===== src/rtl/alu_pkg.sv =====
package alu_pkg;

    localparam int unsigned DATA_W = 8;
    localparam int unsigned OP_W   = 4;
    localparam int unsigned UNIT_W = OP_W - 1;

    typedef enum logic [UNIT_W-1:0] {
        UNIT_ARITH = 3'd0,
        UNIT_SHIFT = 3'd1,
        UNIT_AND   = 3'd2,
        UNIT_OR    = 3'd3,
        UNIT_XOR   = 3'd4
    } unit_e;

    typedef struct packed {
        logic [UNIT_W-1:0] unit;
        logic              modf;
        logic              legal;
    } opdec_t;

    function automatic opdec_t decode_op(input logic [OP_W-1:0] op);
        opdec_t d;
        d.unit = op[OP_W-1:1];
        d.modf = op[0];
        case (op[OP_W-1:1])
            UNIT_ARITH, UNIT_SHIFT:     d.legal = 1'b1;
            UNIT_AND, UNIT_OR, UNIT_XOR: d.legal = ~op[0];
            default:                    d.legal = 1'b0;
        endcase
        return d;
    endfunction

endpackage


===== src/rtl/alu_arith.sv =====
module alu_arith #(
    parameter int unsigned W = 8
) (
    input  logic [W-1:0] a,
    input  logic [W-1:0] b,
    input  logic         sub,
    output logic [W-1:0] res,
    output logic         cout
);
    logic [W:0] sum;
    logic [W-1:0] b_eff;

    assign b_eff = sub ? ~b : b;
    assign sum   = {1'b0, a} + {1'b0, b_eff} + {{W{1'b0}}, sub};
    assign res   = sum[W-1:0];
    // for subtraction a clear carry out of the adder means a borrow
    assign cout  = sub ? ~sum[W] : sum[W];
endmodule


===== src/rtl/alu_shift.sv =====
module alu_shift #(
    parameter int unsigned W = 8
) (
    input  logic [W-1:0] a,
    input  logic         left,
    output logic [W-1:0] res
);
    always_comb begin
        if (left) res = {a[W-2:0], 1'b0};
        else      res = {1'b0, a[W-1:1]};
    end
endmodule


===== src/rtl/alu_logic.sv =====
module alu_logic #(
    parameter int unsigned W = 8
) (
    input  logic [W-1:0] a,
    input  logic [W-1:0] b,
    output logic [W-1:0] and_r,
    output logic [W-1:0] or_r,
    output logic [W-1:0] xor_r
);
    for (genvar i = 0; i < W; i++) begin : g_bit
        assign and_r[i] = a[i] & b[i];
        assign or_r[i]  = a[i] | b[i];
        assign xor_r[i] = a[i] ^ b[i];
    end
endmodule


===== src/rtl/alu_latched.sv =====
module alu_latched
    import alu_pkg::*;
#(
    parameter int unsigned DATA_W = alu_pkg::DATA_W
) (
    input  logic              clk,
    input  logic              rst,
    input  logic [DATA_W-1:0] opnd_a,
    input  logic [DATA_W-1:0] opnd_b,
    input  logic [OP_W-1:0]   op_code,
    input  logic              compute_en,
    input  logic              out_en,
    output logic [DATA_W-1:0] bus_data,
    output logic              bus_valid,
    output logic              zero_flag,
    output logic              carry_flag
);
    opdec_t dec;
    assign dec = decode_op(op_code);

    logic [DATA_W-1:0] arith_r, shift_r, and_r, or_r, xor_r;
    logic              arith_c;

    alu_arith #(.W(DATA_W)) u_arith (
        .a(opnd_a), .b(opnd_b), .sub(dec.modf), .res(arith_r), .cout(arith_c)
    );

    alu_shift #(.W(DATA_W)) u_shift (
        .a(opnd_a), .left(dec.modf), .res(shift_r)
    );

    alu_logic #(.W(DATA_W)) u_logic (
        .a(opnd_a), .b(opnd_b), .and_r(and_r), .or_r(or_r), .xor_r(xor_r)
    );

    logic [DATA_W-1:0] nxt_res;
    logic              nxt_carry;

    always_comb begin
        nxt_res   = '0;
        nxt_carry = 1'b0;
        if (dec.legal) begin
            case (dec.unit)
                UNIT_ARITH: begin
                    nxt_res   = arith_r;
                    nxt_carry = arith_c;
                end
                UNIT_SHIFT: nxt_res = shift_r;
                UNIT_AND:   nxt_res = and_r;
                UNIT_OR:    nxt_res = or_r;
                UNIT_XOR:   nxt_res = xor_r;
                default:    nxt_res = '0;
            endcase
        end
    end

    logic [DATA_W-1:0] res_q;
    logic              zf_q, cf_q;

    always_ff @(posedge clk) begin
        if (rst) begin
            res_q <= '0;
            zf_q  <= 1'b0;
            cf_q  <= 1'b0;
        end else if (compute_en) begin
            res_q <= nxt_res;
            zf_q  <= (nxt_res == '0);
            cf_q  <= nxt_carry;
        end
    end

    assign zero_flag  = zf_q;
    assign carry_flag = cf_q;
    assign bus_valid  = out_en;
    assign bus_data   = out_en ? res_q : '0;
endmodule


===== config.mk =====
export PLATFORM = sky130hd
export DESIGN_NAME = alu_latched
export DESIGN_NICKNAME = d
export VERILOG_FILES = /design/src/rtl/alu_pkg.sv /design/src/rtl/alu_arith.sv /design/src/rtl/alu_shift.sv /design/src/rtl/alu_logic.sv /design/src/rtl/alu_latched.sv
export SDC_FILE = /design/constraint.sdc
export NUM_CORES = 1
export LEC_CHECK = 0
export CAP_MARGIN = 20
export CORE_ASPECT_RATIO = 1.75
export CORE_UTILIZATION = 45
export CTS_CLUSTER_DIAMETER = 200
export DETAILED_ROUTE_END_ITERATION = 8
export PLACE_DENSITY = 0.79
export SYNTH_ARGS = -nofsm -noshare
export SYNTH_HDL_FRONTEND = slang
export SYNTH_SLANG_ARGS = --single-unit

===== constraint.sdc =====
create_clock -name clk -period 4.3 [get_ports clk]
set_input_delay 0.86 -clock clk [delete_from_list [all_inputs] [get_ports clk]]
set_output_delay 0.86 -clock clk [all_outputs]
set_load 0.02 [all_outputs]

==> metrics.txt <==
status=finished, final reports clean; die width=47.4 µm; FF-to-FF Start=zero_flag; sequential fraction of design power=0.257; Initial Util=0.478; Residual DRC=0; relative slew slack=0.532; die height=81.5 µm; Global Route Usage Sum=0.219; share of cells above drive strength 1=0.0630; total power divided by cell area=197 mW/mm²; CTS tree=built; final period utilization=0.765; post-synth top area share=0.177; Post-synth EDFFs=0; GPL Wtd Cong=0.892; crit path max-delay cell type=clkdlybuf4s50_1; Reg2Reg Capture Point=zero_flag; vias per inst=5.61; total clock sinks=10; post-cts resize count=0; Final Skew=0 ns; Final Hold Viols=0; Core ar.=0.00340 mm²; GRT overflow=0; WL final=3700 µm; Antenna Nets Post-Route=0; Commonest cells post-synth=ha_1 (23), inv_1 (18), nand2_1 (16); RSZ-0062 raised after global routing=no; multi-input gate area in the final layout=0.00129 mm²; Setup crit end=zero_flag; Leakage=0.860 nW; Final Cell Area=about 0.0020 mm²; R2R Setup Slk=roughly 3.4 ns; Worst Tran Pin Value=0.699 ns; worst endpoint required time=~4.4 ns; Startpoint Class=primary input; Int Power=0.000256 W; # hold bufs at CTS=0; row count=28; Critical path origin=opnd_b[0]; most frequent CP cell=a211oi_1; Net Count, Synth=262; Crit. End Element=register; power share of the clock group=0.229; ys flop type=dfxtp_1; class of the worst hold path=reg -> reg; CTS clk-pin slew, worst paths=0.04 ns; crit-path cells=clkdlybuf4s50_1 -> mux2_4 -> fa_1 -> a211oi_1 -> o21ba_2 -> o311ai_1 -> a211oi_1 -> nand4b_1 -> o31ai_2; WL per Instance=13.1 µm; Cell Area, Synth=0.00163 mm²; Final setup viols=0; cell taking the most area after synthesis=ha_1; sw power=0.000139 W; TNS Setup=0 ns; ant diodes=0; Crit path arrival time=3.43 ns; CP Class=in -> reg; Distinct cells, synth=53; VDD IR max=approximately 0.12 mV; DR pass1 iterations=4; area delta synth->final=23.3%; cell with the most instances after synthesis=ha_1; global-route wire length before repair=roughly 6400 µm; Root Buffer=clkbuf_8; Via Count=1588; Post-CTS Setup Inserts=0; Clock Latency Late Sink=between 0.2 and 0.25 ns; PortBufs=34; vias in the first global route=1552; die area=0.00387 mm²; DP HPWL=3030 µm; Filler cells=345; drt initial violations=27; asr flop ratio synth=0; Seq cells post-synth=10; sequential share of the synthesized area=0.123; Synth warnings=0; antenna violations before repair=0; final critical path time including I/O delays and setup=3.29 ns; Reg2Reg Depth=2; Slew Limit Fails=0; Comb pwr share=0.514; placed cell area=0.00196 mm²; FMAX=0.304 GHz; Post-Synthesis Cells=~210; CTS buffer count=3; H-tree depth=1; largest net degree at the start of global routing=23; CP max stage delay=0.57 ns; Switching Fraction=0.352; Synth Area per Inst=~7.6 µm²; Reg area=approximately 200 µm²; Synth area leaders=ha_1 (18%), dfxtp_1 (12%), xor2_1 (4.8%), inv_1 (4.2%), nand2_1 (3.7%); MaxCap Viol Count=0; # nets final=between 200 and 300; CP Max Fanout=4; I/O Pins=35; CTS Buffer Depth=2
==> power groups by stage <==
| stage | logic [W] | clock network [W] | registers, W |
|---|---|---|---|
| 2_1_floorplan | 0.000138 | 0 | 0.000104 |
| 3_3_place_gp | 0.000199 | 0 | 0.000103 |
| 3_5_place_dp | 0.000202 | 0 | 0.000103 |
| 4_1_cts | 0.000203 | 0.0000926 | 0.000101 |
| 5_1_grt | 0.000225 | 0.000100 | 0.000102 |
| 6_report | 0.000203 | 0.0000906 | 0.000101 |
==> cell usage in the layout (no fill, tap or decap), types with 2 or more instances in the layout <==
cell	count
clkbuf_8	3
o211a_1	2
a31oi_1	4
nor2_1	13
ha_1	23
xor2_1	9
clkdlybuf4s50_1	34
mux2i_1	3
xnor2_1	2
a21oi_1	10
inv_1	18
o22ai_1	3
dfxtp_1	10
nand3b_1	5
nor2b_1	3
o211ai_1	5
o21ai_1	3
o21ai_0	7
or3_1	2
nand2b_1	5
and3b_1	2
a21o_1	2
mux2_2	4
nand2_1	16
nor3_1	2
nand3_1	4
nand4b_1	2
a2bb2oi_1	2
o21a_1	3
a211oi_1	7
and2_1	9
==> per-layer routing <==
layer,global-route usage,part of all wire,wire length (µm)
met2,0.392,0.55,2020
met3,0.0132,0.038,140
met5,0,0,0
met1,0.252,0.40,1490
met4,0.0943,0.014,51
==> layout make-up <==
cell class	count	share of cell area
Inverter	18	0.0337
Multi-Input combinational cell	172	0.644
Sequential cell	10	0.0999
Clock buffer	3	0.0206
Timing Repair Buffer	35	0.174
Tap cell	45	0.0281
==> worst min-delay path by stage <==
stage	start	end	slack, ns	cells after the start
6_report	res_q[4]	res_q[4]	0.46	2
5_1_grt	res_q[4]	res_q[4]	0.50	2
3_5_place_dp	res_q[4]	res_q[4]	0.46	2
4_1_cts	res_q[4]	res_q[4]	0.46	2
3_3_place_gp	res_q[4]	res_q[4]	0.45	2
2_1_floorplan	res_q[4]	res_q[4]	0.44	2
==> sequential cells by signal, indices dropped and copies added, names as in the netlist <==
name,cells
zero_flag,1
carry_flag,1
res_q,8
==> cells by family (layout without fill, tap and decap cells) <==
kind of cell	count (synthesis)	in the layout	share of synthesized area
compound gates	59	59	0.252
fa+ha+maj	24	24	0.189
mux	9	9	0.0624
buf+inv	32	56	0.0824
xor+xnor	11	11	0.0593
simple gates	69	69	0.232
flops	10	10	0.123
==> critical path, delay by kind of cell <==
| kind | cells | cell delay [ns] |
|---|---|---|
| and+or+nand+nor | 1 | 0.15 |
| AOI/OAI and AO/OA | 5 | 1.09 |
| adders and majority gates | 1 | 0.41 |
| buffers and inverters | 1 | 0.57 |
| muxes | 1 | 0.34 |
==> per-stage QoR <==
step                utilization  total power, W  instances  hold WS, ns  setup slack (ns)
floorplan                     -        0.000242        214        0.440              1.28
global placement          0.578        0.000302        280        0.450             0.850
detailed placement        0.578        0.000305        280        0.458             0.753
finish                    0.590        0.000395        283        0.464              1.01
global route              0.590        0.000427        283        0.499             0.832
CTS                       0.590        0.000397        283        0.464             0.989
No activity file was read; power rests on OpenSTA's default activity.
